## config.mk

```make
export PLATFORM = sky130hd
export DESIGN_NAME = kbd_irq_ctrl
export DESIGN_NICKNAME = d
export VERILOG_FILES = /design/src/rtl/kbd_pkg.sv /design/src/rtl/kbd_sync.sv /design/src/rtl/kbd_edge_det.sv /design/src/rtl/kbd_req_fsm.sv /design/src/rtl/kbd_irq_ctrl.sv
export SDC_FILE = /design/constraint.sdc
export NUM_CORES = 1
export LEC_CHECK = 0
export BUFFER_PORTS_ARGS = -buffer_cell sky130_fd_sc_hd__clkbuf_2
export CAP_MARGIN = 40
export CORE_ASPECT_RATIO = 1.5
export CORE_MARGIN = 2
export CORE_UTILIZATION = 53
export CTS_CLUSTER_DIAMETER = 30
export DETAILED_ROUTE_END_ITERATION = 10
export GPL_TIMING_DRIVEN = 0
export HOLD_SLACK_MARGIN = 0.1
export PLACE_DENSITY = 0.84
export REMOVE_ABC_BUFFERS = 1
export SYNTH_ARGS = -nofsm -noshare
export SYNTH_HDL_FRONTEND = slang
export SYNTH_SLANG_ARGS = --single-unit
```

## constraint.sdc

```tcl
create_clock -name clk -period 3.82 [get_ports clk]
set_input_delay 0.191 -clock clk [delete_from_list [all_inputs] [get_ports clk]]
set_output_delay 0.191 -clock clk [all_outputs]
set_load 0.1 [all_outputs]
```

## src/rtl/kbd_pkg.sv

```systemverilog
package kbd_pkg;
  localparam int KBD_MAXW = 32;

  typedef enum logic { MODE_EDGE = 1'b0, MODE_LEVEL = 1'b1 } kbd_mode_e;

  // 1 when every enabled pin reads high; disabled pins count as high
  function automatic logic kbd_all_high(input logic [KBD_MAXW-1:0] lvl,
                                        input logic [KBD_MAXW-1:0] en);
    return &(lvl | ~en);
  endfunction

  // 1 when some enabled pin went from high (previous) to low (current)
  function automatic logic kbd_any_fall(input logic [KBD_MAXW-1:0] prev,
                                        input logic [KBD_MAXW-1:0] cur,
                                        input logic [KBD_MAXW-1:0] en);
    return |(prev & ~cur & en);
  endfunction
endpackage

```

## src/rtl/kbd_sync.sv

```systemverilog
module kbd_sync #(
  parameter int W = 8
) (
  input  logic         clk,
  input  logic         rst_n,
  input  logic [W-1:0] d_in,
  output logic [W-1:0] q_out
);
  logic [W-1:0] stage1_q, stage2_q;

  // Pins idle high, so both stages reset to ones and no edge appears after reset
  always_ff @(posedge clk or negedge rst_n) begin
    if (!rst_n) begin
      stage1_q <= '1;
      stage2_q <= '1;
    end else begin
      stage1_q <= d_in;
      stage2_q <= stage1_q;
    end
  end

  assign q_out = stage2_q;
endmodule

```

## src/rtl/kbd_edge_det.sv

```systemverilog
module kbd_edge_det
  import kbd_pkg::*;
#(
  parameter int W = 8
) (
  input  logic         clk,
  input  logic         rst_n,
  input  logic [W-1:0] lvl,
  input  logic [W-1:0] en,
  output logic         fall,
  output logic         all_high
);
  logic [W-1:0] prev_q;

  always_ff @(posedge clk or negedge rst_n) begin
    if (!rst_n) prev_q <= '1;
    else        prev_q <= lvl;
  end

  assign fall     = kbd_any_fall(KBD_MAXW'(prev_q), KBD_MAXW'(lvl), KBD_MAXW'(en));
  assign all_high = kbd_all_high(KBD_MAXW'(lvl), KBD_MAXW'(en));
endmodule

```

## src/rtl/kbd_req_fsm.sv

```systemverilog
module kbd_req_fsm
  import kbd_pkg::*;
(
  input  logic      clk,
  input  logic      rst_n,
  input  kbd_mode_e mode,
  input  logic      fall,
  input  logic      all_high,
  input  logic      ack,
  output logic      req,
  output logic      acked
);
  logic req_q, acked_q;
  logic acked_next;

  assign acked_next = acked_q | ack;

  always_ff @(posedge clk or negedge rst_n) begin
    if (!rst_n) begin
      req_q   <= 1'b0;
      acked_q <= 1'b0;
    end else if (fall) begin
      // a new edge wins over any acknowledge in the same cycle
      req_q   <= 1'b1;
      acked_q <= 1'b0;
    end else if (!req_q) begin
      acked_q <= 1'b0;
    end else if (mode == MODE_EDGE) begin
      if (ack) req_q <= 1'b0;
      acked_q <= 1'b0;
    end else if (acked_next && all_high) begin
      req_q   <= 1'b0;
      acked_q <= 1'b0;
    end else begin
      acked_q <= acked_next;
    end
  end

  assign req   = req_q;
  assign acked = acked_q;
endmodule

```

## src/rtl/kbd_irq_ctrl.sv

```systemverilog
module kbd_irq_ctrl
  import kbd_pkg::*;
#(
  parameter int NPINS  = 8,
  parameter int DATA_W = 8
) (
  input  logic              clk,
  input  logic              rst_n,
  input  logic [NPINS-1:0]  pins_in,
  input  logic              vec_fetch,
  input  logic              wr_en,
  input  logic              wr_addr,
  input  logic [DATA_W-1:0] wr_data,
  input  logic              rd_addr,
  output logic [DATA_W-1:0] rd_data,
  output logic              irq,
  output logic [NPINS-1:0]  dir_force
);
  localparam int BIT_MODE = 0;
  localparam int BIT_MASK = 1;
  localparam int BIT_ACK  = 2;
  localparam int BIT_PEND = 3;

  kbd_mode_e        mode_q;
  logic             mask_q;
  logic [NPINS-1:0] en_q;
  logic [NPINS-1:0] pins_sync;
  logic             fall_w, all_high_w, ack_w, req_w, acked_w;
  logic             wr_ctrl, wr_en_reg;

  assign wr_ctrl   = wr_en && (wr_addr == 1'b0);
  assign wr_en_reg = wr_en && (wr_addr == 1'b1);
  assign ack_w     = (wr_ctrl && wr_data[BIT_ACK]) || vec_fetch;

  always_ff @(posedge clk or negedge rst_n) begin
    if (!rst_n) begin
      mode_q <= MODE_EDGE;
      mask_q <= 1'b0;
      en_q   <= '0;
    end else begin
      if (wr_ctrl) begin
        mode_q <= kbd_mode_e'(wr_data[BIT_MODE]);
        mask_q <= wr_data[BIT_MASK];
      end
      if (wr_en_reg) en_q <= wr_data[NPINS-1:0];
    end
  end

  kbd_sync #(.W(NPINS)) u_sync (
    .clk(clk), .rst_n(rst_n), .d_in(pins_in), .q_out(pins_sync)
  );

  kbd_edge_det #(.W(NPINS)) u_edge (
    .clk(clk), .rst_n(rst_n), .lvl(pins_sync), .en(en_q),
    .fall(fall_w), .all_high(all_high_w)
  );

  kbd_req_fsm u_req (
    .clk(clk), .rst_n(rst_n), .mode(mode_q), .fall(fall_w),
    .all_high(all_high_w), .ack(ack_w), .req(req_w), .acked(acked_w)
  );

  always_comb begin
    rd_data = '0;
    if (rd_addr == 1'b0) begin
      rd_data[BIT_MODE] = (mode_q == MODE_LEVEL);
      rd_data[BIT_MASK] = mask_q;
      rd_data[BIT_PEND] = req_w;
    end else begin
      rd_data = DATA_W'(en_q);
    end
  end

  assign irq       = req_w && !mask_q;
  assign dir_force = en_q;
endmodule

```

==> flow_summary_export.csv, run 1 <==
group,metric,value,unit
worst_setup_path,crit_fanout,2,
worst_setup_path,worst_setup_path_start_kind,"register",
timing,min_period_over_period,0.434,
power,swShare,0.388,
timing,finalCriticalPeriod,1.66,ns
routing,avgViaCountPerCell,5.14,
power,clkPwrFrac,0.209,
layout,antenna_cells,0,
layout,finalNonFillerCells,165,
power,p_per_area,553,nW/um2
clock_tree,worstSkewPairLatency,0.33,ns
placed_design,gp_congestion,0.745,
power,p_int,0.000588,W
placed_design,port_buffers,38,
routing,ant_nets,0,
power,power.sequential.fraction,0.464,
timing,finalSetupViolations,0,
clock_tree,clkTransAtPathRegs,0.10,ns
timing,slew_headroom,0.452,
clock_tree,root_buffer,"clkbuf_4",
clock_tree,cts_buffers,5,
synth,synth_top_area_share,0.489,
power,switching_power,0.000373,W
die,core-area,2260,um2
synth,netlist_area,1290,um2
routing,vias,848,
worst_setup_path,reg2reg_setup_slack,2.16,ns
outcome,outcome,"complete, no violations",
worst_setup_path,endpoint_kind,"register",
routing,drt-initial-drc-count,8,
routing,routed_wl,2380,um
timing,skew,0.00898,ns
power,p_comb_frac,0.327,
placed_design,dp_hpwl,1640,um
routing,drtPass1Iterations,4,
timing,drv_slew,0,
hold_path,hold_end,"u_req.req",
synth,ys_ff_latch,36,
layout,fillers,151,
clock_tree,cts_tree,"built",
synth,synth_top_cell_by_area,"dfstp_2",
layout,drive_gt1_frac,0.599,
synth,synthArstFlopShare,1.00,
grt,grt_pass1_vias,889,
synth,synth_flop_cell,"dfstp_2",
timing,tightest_slew,0.823,ns
clock_tree,htreeDepth,2,
synth,yosys_warnings,0,
hold_path,worstHoldStart,"vec_fetch",
timing,rsz0062_at_grt,"false",
timing,tns,0,ns
die,start_util,0.571,
die,dieArea,2850,um2
grt,grt_max_degree,37,
die,die_w,44.3,um
synth,synth_area_leaders,"dfstp_2, dfrtp_1, mux2_2, nor2b_1, a22o_1",
synth,synth_common_cells,"dfstp_2, mux2_2, dfrtp_1",
hold_path,holdCritPathClass,"primary input to register",
worst_setup_path,cp.arrival,1.87,ns
routing,routedWlPerCell,14.4,um
clock_tree,clock_sinks,36,
clock_tree,cts_buffer_depth,2,
worst_setup_path,r2r_cells,4,
run,drv_cap,0,
timing,fmax,603,MHz
die,num_io_pins,39,
synth,ys_types,17,
grt,grt-ovfl-total,0,
power,ir_worst_vdd,0.000393,V
worst_setup_path,worst-setup-path-type,"register to register",
synth,yosysMostFrequentCell,"dfstp_2",
timing,hold_ws,0.166,ns
worst_setup_path,required,4.04,ns
grt,grt_pass1_wl,4050,um
synth,seq_area_frac_synth,0.722,
clock_tree,postCtsSetupRepairBufs,0,
synth,synth_edf_count,0,
die,rows,21,
worst_setup_path,r2r-end,"u_req.req",
grt,grt_util_all_layers,0.211,
hold_path,holdPathStages,4,
placed_design,dp.cells,140,
grt,antenna_found_initial,0,
die,die_y,64.4,um
timing,finalHoldViolCount,0,
synth,avgSynthCellArea,16.3,um2
synth,synthCells,79,
power,p_leak,0.785,nW
worst_setup_path,r2r_start,"u_sync.q_out[2]",
layout,fin_nets,163,
layout,area_growth,34.7,%
routing,drc,0,
## final cells by class
| type | count | area, um2 | area share |
|---|---|---|---|
| timing repair buffer | 55 | 360 | 0.207 |
| tap | 23 | 28.8 | 0.0166 |
| multi-input combinational | 42 | 355 | 0.204 |
| sequential | 36 | 931 | 0.536 |
| inverter | 1 | 3.75 | 0.00216 |
| clock buffer | 8 | 58.8 | 0.0338 |
## placed cells by master, fill, tap and decap left out
cell,n
o211ai_1,1
and2_1,4
inv_1,1
dfstp_2,24
clkbuf_2,38
a22o_1,4
and2_2,1
nand3b_1,1
a21oi_1,1
nor2b_4,1
clkbuf_8,1
clkbuf_1,2
nor2b_1,9
or4_1,2
dfrtp_1,12
a211oi_2,1
mux2_2,13
dlygate4sd3_1,17
nand3_1,1
clkbuf_4,5
or4_4,1
nand2_1,2
## worst max path at each step
| stage | to | slack [ns] | start |
|---|---|---|---|
| 2_1_floorplan | u_req.req | 1.79 | dir_force[4] |
| 3_3_place_gp | u_req.req | 2.21 | u_sync.q_out[4] |
| 3_5_place_dp | u_req.req | 2.17 | u_sync.q_out[2] |
| 4_1_cts | u_req.req | 2.16 | u_sync.q_out[2] |
| 5_1_grt | u_req.req | 2.12 | u_sync.q_out[4] |
| 6_report | u_req.req | 2.16 | u_sync.q_out[2] |
## state kept, by name, indices dropped and copies added (netlist names)
signal	count
u_sync.q_out	8
mask_q	1
dir_force	8
u_req.acked	1
mode_q	1
u_sync.stage1_q	8
u_req.req	1
u_edge.prev_q	8
## power by group through the flow
stage | clock network [W] | logic, W | registers [W]
5_1_grt | 0.000230 | 0.000328 | 0.000451
3_3_place_gp | 0 | 0.000298 | 0.000450
4_1_cts | 0.000212 | 0.000316 | 0.000447
3_5_place_dp | 0 | 0.000302 | 0.000453
6_report | 0.000200 | 0.000314 | 0.000446
2_1_floorplan | 0 | 0.000156 | 0.000538
## kinds of logic (layout without fill, tap and decap cells)
group,Yosys count,after routing,share of synthesized area
flip-flops,36,36,0.722
AND/OR/NAND/NOR,22,22,0.115
multiplexers,13,13,0.113
AO/OA/AOI/OAI,7,7,0.0466
buffers and inverters,1,64,0.00291
## stage by stage
step                       util  area [um2]  power [W]  worst slack, ns
after CTS                 0.769        1740   0.000974             2.16
after floorplan               -        1290   0.000694             1.79
after global placement    0.668        1510   0.000748             2.21
final                     0.769        1740   0.000960             2.16
after global routing      0.769        1740    0.00101             2.12
after detailed placement  0.668        1510   0.000755             2.17
## critical path: stages, from the launching register on
cell and delay (ns):
dfstp_2 0.55, nor2b_1 0.06, a22o_1 0.25, or4_4 0.52, nand3b_1 0.16
## repair_timing
item,in CTS,in global routing
hold buffers,17,0
hold endpoints to repair,30,0
resized for setup,0,0
## metal layers
layer,wire length (um),global-route usage,vias up
met5,0,0,-
met4,58,0.125,0
met3,118,0.0752,7
met2,1360,0.355,31
met1,834,0.217,408
li1,-,-,402
No activity file was read; power rests on OpenSTA's default activity.
==> run 2: changes to the inputs <==
--- a/config.mk
+++ b/config.mk
@@ -9,12 +9,12 @@
 export CAP_MARGIN = 40
 export CORE_ASPECT_RATIO = 1.5
 export CORE_MARGIN = 2
-export CORE_UTILIZATION = 53
+export CORE_UTILIZATION = 49
 export CTS_CLUSTER_DIAMETER = 30
 export DETAILED_ROUTE_END_ITERATION = 10
 export GPL_TIMING_DRIVEN = 0
 export HOLD_SLACK_MARGIN = 0.1
-export PLACE_DENSITY = 0.84
+export PLACE_DENSITY = 0.79
 export REMOVE_ABC_BUFFERS = 1
 export SYNTH_ARGS = -nofsm -noshare
 export SYNTH_HDL_FRONTEND = slang
==> constraint.sdc (replaced) <==
create_clock -name clk -period 1.55 [get_ports clk]
set_input_delay 0.0775 -clock clk [delete_from_list [all_inputs] [get_ports clk]]
set_output_delay 0.0775 -clock clk [all_outputs]
set_load 0.1 [all_outputs]
==> run 2 against run 1 <==
Net effect: the flow now finishes with violations (negative setup slack); core utilization fell by 5.1 points; critical endpoint unchanged; setup slack got worse by 2.2 ns; clock power rose to 2.5 times the previous value; largest power group unchanged; hold slack got worse by 0.0016 ns; sequential share of layout area fell by 1.2 points; via count rose by 2.6%.
==> flow_summary_export.csv, run 2 (same netlist as run 1, synthesis figures left out) <==
group,metric,value,unit
die,num_io_pins,39,
outcome,outcome,"finished, violations left",
layout,finalNonFillerCells,170,
hold_path,worstHoldStart,"wr_addr",
layout,regArea,931,um2
routing,ant_nets,0,
timing,fmax,619,MHz
placed_design,port_buffers,38,
worst_setup_path,crit_fanout,2,
worst_setup_path,crit_family,"simple AND/OR/NAND/NOR gates",
die,core-area,2480,um2
worst_setup_path,cp_slowest_cell,"dfstp_2",
grt,grt-ovfl-total,0,
routing,drt-initial-drc-count,15,
timing,setup_ws,-0.0667,ns
routing,drc,0,
power,p_per_area,1340,nW/um2
worst_setup_path,critPathBufInv,0,
clock_tree,cts_tree,"built",
timing,drv_slew,0,
timing,tns,-0.0972,ns
timing,slew_headroom,0.459,
clock_tree,clock_sinks,36,
timing,finalSetupViolations,2,
worst_setup_path,worst-setup-path-type,"register to register",
timing,rsz0062_at_grt,"true",
grt,grt_pass1_vias,879,
run,drv_cap,0,
worst_setup_path,r2r-end,"u_req.req",
worst_setup_path,crit_chain,"nor2b_2 -> a22o_1 -> or4_4 -> nand3b_1",
power,ir_worst_vdd,0.00104,V
worst_setup_path,cp.arrival,1.83,ns
outcome,violations,"negative setup slack",
layout,final_common_cell,"clkbuf_2",
clock_tree,root_buffer,"clkbuf_4",
timing,tightest_slew,0.812,ns
clock_tree,worstSkewPairLatency,0.33,ns
clock_tree,clkTransAtPathRegs,0.10,ns
routing,drtPass1Iterations,4,
worst_setup_path,crit_start,"u_sync.q_out[2]",
grt,grt_pass1_wl,4050,um
timing,hold_ws,0.164,ns
power,p_leak,0.805,nW
die,die_w,45.9,um
layout,fillers,179,
die,start_util,0.521,
layout,drive_gt1_frac,0.616,
die,die_y,66.8,um
worst_setup_path,endpoint_kind,"register",
grt,grt_util_all_layers,0.197,
layout,layout_common_cells,"clkbuf_2, dfstp_2, dlygate4sd3_1",
routing,vias,870,
die,dieArea,3070,um2
worst_setup_path,worst_setup_path_start_kind,"register",
layout,multi_input_area,362,um2
worst_setup_path,r2r_start,"u_sync.q_out[2]",
grt,antenna_found_initial,0,
die,rows,22,
timing,min_period_over_period,1.04,
layout,antenna_cells,0,
clock_tree,cts_buffers,5,
worst_setup_path,reg2reg_setup_slack,-0.07,ns
routing,routedWlPerCell,14.7,um
clock_tree,cts_buffer_depth,2,
hold_path,holdCritPathClass,"primary input to register",
placed_design,gp_congestion,0.716,
worst_setup_path,required,1.76,ns
hold_path,hold_end,"mode_q",
timing,skew,0.00665,ns
routing,routed_wl,2500,um
clock_tree,htreeDepth,2,
layout,area_growth,37.8,%
grt,grt_max_degree,37,
hold_path,holdPathStages,3,
timing,finalCriticalPeriod,1.62,ns
layout,fin_nets,167,
placed_design,dp.cells,141,
worst_setup_path,r2r_cells,4,
worst_setup_path,critPathMaxStageDelay,0.56,ns
routing,avgViaCountPerCell,5.12,
timing,finalHoldViolCount,0,
## run 2: per-stage QoR
step / instance area [um2] / setup slack [ns] / power (W) / utilization
after detailed placement: 1510 / -0.124 / 0.00186 / 0.610
after floorplan: 1290 / -0.482 / 0.00171 / -
final: 1780 / -0.0667 / 0.00239 / 0.718
after global placement: 1510 / -0.0807 / 0.00184 / 0.610
after CTS: 1770 / -0.0732 / 0.00241 / 0.715
after global routing: 1780 / -0.118 / 0.00249 / 0.718
## run 2: final cells by class
type	count	share of cell area
Tap cell	24	0.0169
Timing Repair Buffer	59	0.221
Sequential cell	36	0.524
Clock buffer	8	0.0331
Inverter	1	0.00211
Multi-Input combinational cell	42	0.203
## run 2: routing by layer
layer | vias up | wire length (um) | track usage
met5 | - | 0 | 0
met4 | 0 | 35 | 0.0750
met3 | 4 | 114 | 0.0678
met2 | 33 | 1440 | 0.342
met1 | 424 | 909 | 0.209
li1 | 409 | - | -
## run 2: worst max path at each step
stage,to,slack (ns),depth (start not counted)
final,u_req.req,-0.07,4
after floorplan,u_req.req,-0.48,4
after global routing,u_req.req,-0.12,4
after CTS,u_req.req,-0.07,4
after global placement,u_req.req,-0.08,4
after detailed placement,u_req.acked,-0.12,4
## run 2: where the power goes
group	switching, W	total [W]	internal (W)
clock network	0.000277	0.000500	0.000224
registers	0.0000550	0.00110	0.00104
logic	0.000597	0.000791	0.000194
## run 2: worst reg2reg max path, cell delays in order, from the launching register on
cell      delay [ns]
dfstp_2         0.56
nor2b_2         0.05
a22o_1          0.21
or4_4           0.52
nand3b_1        0.16
## run 2: timing repair
action                                 CTS  global route
endpoints found under the hold margin   31             0
resized for setup                        2             1
hold buffers                            18             0
pin swaps                                5             1
buffers inserted                         2             1
setup endpoints to repair                2             3
==> run 3: changes to the inputs <==
--- a/config.mk
+++ b/config.mk
@@ -8,7 +8,6 @@
 export BUFFER_PORTS_ARGS = -buffer_cell sky130_fd_sc_hd__clkbuf_2
 export CAP_MARGIN = 40
 export CORE_ASPECT_RATIO = 1.5
-export CORE_MARGIN = 2
 export CORE_UTILIZATION = 49
 export CTS_CLUSTER_DIAMETER = 30
 export DETAILED_ROUTE_END_ITERATION = 10
==> constraint.sdc (replaced) <==
create_clock -name clk -period 1.57 [get_ports clk]
set_input_delay 0.0785 -clock clk [delete_from_list [all_inputs] [get_ports clk]]
set_output_delay 0.0785 -clock clk [all_outputs]
set_load 0.1 [all_outputs]
==> run 3 against run 2 <==
Net effect: the run ends with design-rule violations, negative setup slack left; setup slack gained 0.028 ns; sequential cell count unchanged; total power fell by 0.97%; register-to-register slack improved by 0.03 ns; critical path depth is the same; hold slack got worse by 0.0042 ns; non-clock buffer count unchanged; global-route usage fell by 1.1 points; sequential power hardly changed; first-iteration DRC count rose by 6.7%; critical path type unchanged; largest cell class unchanged; highest routed layer unchanged.
==> flow_summary_export.csv, run 3 (same netlist as run 1, synthesis figures left out) <==
group,metric,value,unit
grt,grt-ovfl-total,0,
worst_setup_path,worst-setup-path-type,"register to register",
outcome,outcome,"finished, violations left",
timing,slew_headroom,0.461,
layout,final_common_cell,"clkbuf_2",
layout,drive_gt1_frac,0.630,
timing,hold_ws,0.160,ns
timing,tightest_slew,0.809,ns
power,p_leak,0.808,nW
power,p_total,0.00237,W
grt,grt_pass1_vias,882,
layout,finalNonFillerCells,170,
clock_tree,cts_tree,"built",
placed_design,port_buffers,38,
clock_tree,worstSkewPairLatency,0.32,ns
routing,drc,3,
worst_setup_path,critPathBufInv,0,
timing,finalCriticalPeriod,1.61,ns
worst_setup_path,cp.arrival,1.82,ns
layout,antenna_cells,0,
layout,layout_common_cells,"clkbuf_2, dfstp_2, dlygate4sd3_1",
worst_setup_path,crit_fanout,2,
placed_design,dp.cells,141,
clock_tree,root_buffer,"clkbuf_4",
outcome,violations,"design-rule violations, negative setup slack",
power,power.sequential.fraction,0.457,
power,swShare,0.384,
grt,grt_pass1_wl,3610,um
worst_setup_path,crit_family,"simple AND/OR/NAND/NOR gates",
grt,grt_util_all_layers,0.185,
timing,min_period_over_period,1.02,
power,p_per_area,1320,nW/um2
layout,area_growth,38.5,%
worst_setup_path,required,1.78,ns
clock_tree,clock_sinks,36,
die,dieArea,2850,um2
worst_setup_path,worst_setup_path_start_kind,"register",
hold_path,holdCritPathClass,"primary input to register",
die,core-area,2480,um2
worst_setup_path,cp_slowest_cell,"dfstp_2",
routing,routed_wl,2360,um
clock_tree,cts_buffers,5,
timing,finalSetupViolations,2,
timing,skew,0.00627,ns
power,clkPwrFrac,0.205,
placed_design,post_dp_cell_area,1510,um2
routing,avgViaCountPerCell,5.08,
worst_setup_path,endpoint_kind,"register",
layout,fin_nets,167,
routing,vias,864,
routing,routedWlPerCell,13.9,um
power,ir_worst_vdd,0.000890,V
timing,drv_slew,0,
timing,rsz0062_at_grt,"true",
die,start_util,0.521,
layout,finish.instance_area,1790,um2
power,switching_power,0.000908,W
power,p_comb_frac,0.337,
routing,drt-initial-drc-count,16,
run,drv_cap,0,
grt,grt_max_degree,37,
worst_setup_path,crit_chain,"nor2b_2 -> or4_4 -> o211ai_1 -> nand3b_1",
placed_design,gp_congestion,0.667,
clock_tree,clkTransAtPathRegs,0.10,ns
routing,ant_nets,0,
die,die_y,64.8,um
die,die_w,43.9,um
die,num_io_pins,39,
routing,drtPass1Iterations,7,
timing,finalHoldViolCount,0,
die,rows,22,
clock_tree,htreeDepth,2,
timing,setup_ws,-0.0388,ns
worst_setup_path,critPathMaxStageDelay,0.55,ns
timing,fmax,622,MHz
clock_tree,cts_buffer_depth,2,
grt,antenna_found_initial,0,
power,p_int,0.00146,W
layout,postLayoutCoreUtil,0.721,
[run 3: area by class of cell]
class                           instances  area [um2]
Multi-Input combinational cell         42         368
Inverter                                1        3.75
Sequential cell                        36         931
Clock buffer                            8        58.8
Timing Repair Buffer                   59         395
Tap cell                               24        30.0
Fill cell                             182         691
[run 3: worst paths after layout]
path / start / endpoint / slack [ns] / cells past startpoint
max: u_sync.q_out[5] / u_req.req / -0.04 / 4
min: wr_addr / mask_q / 0.16 / 3
max reg2reg: u_sync.q_out[5] / u_req.req / -0.04 / 4
min reg2reg: u_sync.stage1_q[0] / u_sync.q_out[0] / 0.36 / 0
max in group asynchronous: rst_n / dir_force[5] / 0.70 / 2
min in group asynchronous: rst_n / dir_force[7] / 0.37 / 2
[run 3: tightest hold or removal path: cells and delay by family]
kind / cells / cell delay [ns]
and+or+nand+nor: 1 / 0.07
buffers and inverters: 1 / 0.09
muxes: 1 / 0.22
[run 3: stage by stage]
stage,setup TNS (ns),worst slack [ns]
after floorplan,-2.62,-0.462
after global placement,-0.0997,-0.0608
after detailed placement,-0.137,-0.0784
after CTS,-0.0746,-0.0541
after global routing,-0.153,-0.103
final,-0.0428,-0.0388
[run 3: what timing repair did]
item | in CTS | in global routing
pin swaps | 6 | 3
hold buffers | 18 | 0
gates resized for setup | 2 | 3
endpoints found under the hold margin | 31 | 0
setup endpoints to repair | 2 | 2
setup buffers | 2 | 1
[run 3: routing by layer]
layer  up-vias  track usage  wire, um
li1        410            -         -
met1       423        0.178       845
met2        26        0.340      1380
met3         5       0.0501        87
met4         0        0.102        46
met5         -            0         0
[run 3: power by group through the flow]
stage / sequential [W] / combinational [W] / clock, W
after floorplan: 0.00131 / 0.000380 / 0
after global placement: 0.00109 / 0.000724 / 0
after detailed placement: 0.00110 / 0.000732 / 0
after CTS: 0.00108 / 0.000783 / 0.000509
after global routing: 0.00109 / 0.000829 / 0.000537
final: 0.00108 / 0.000798 / 0.000486
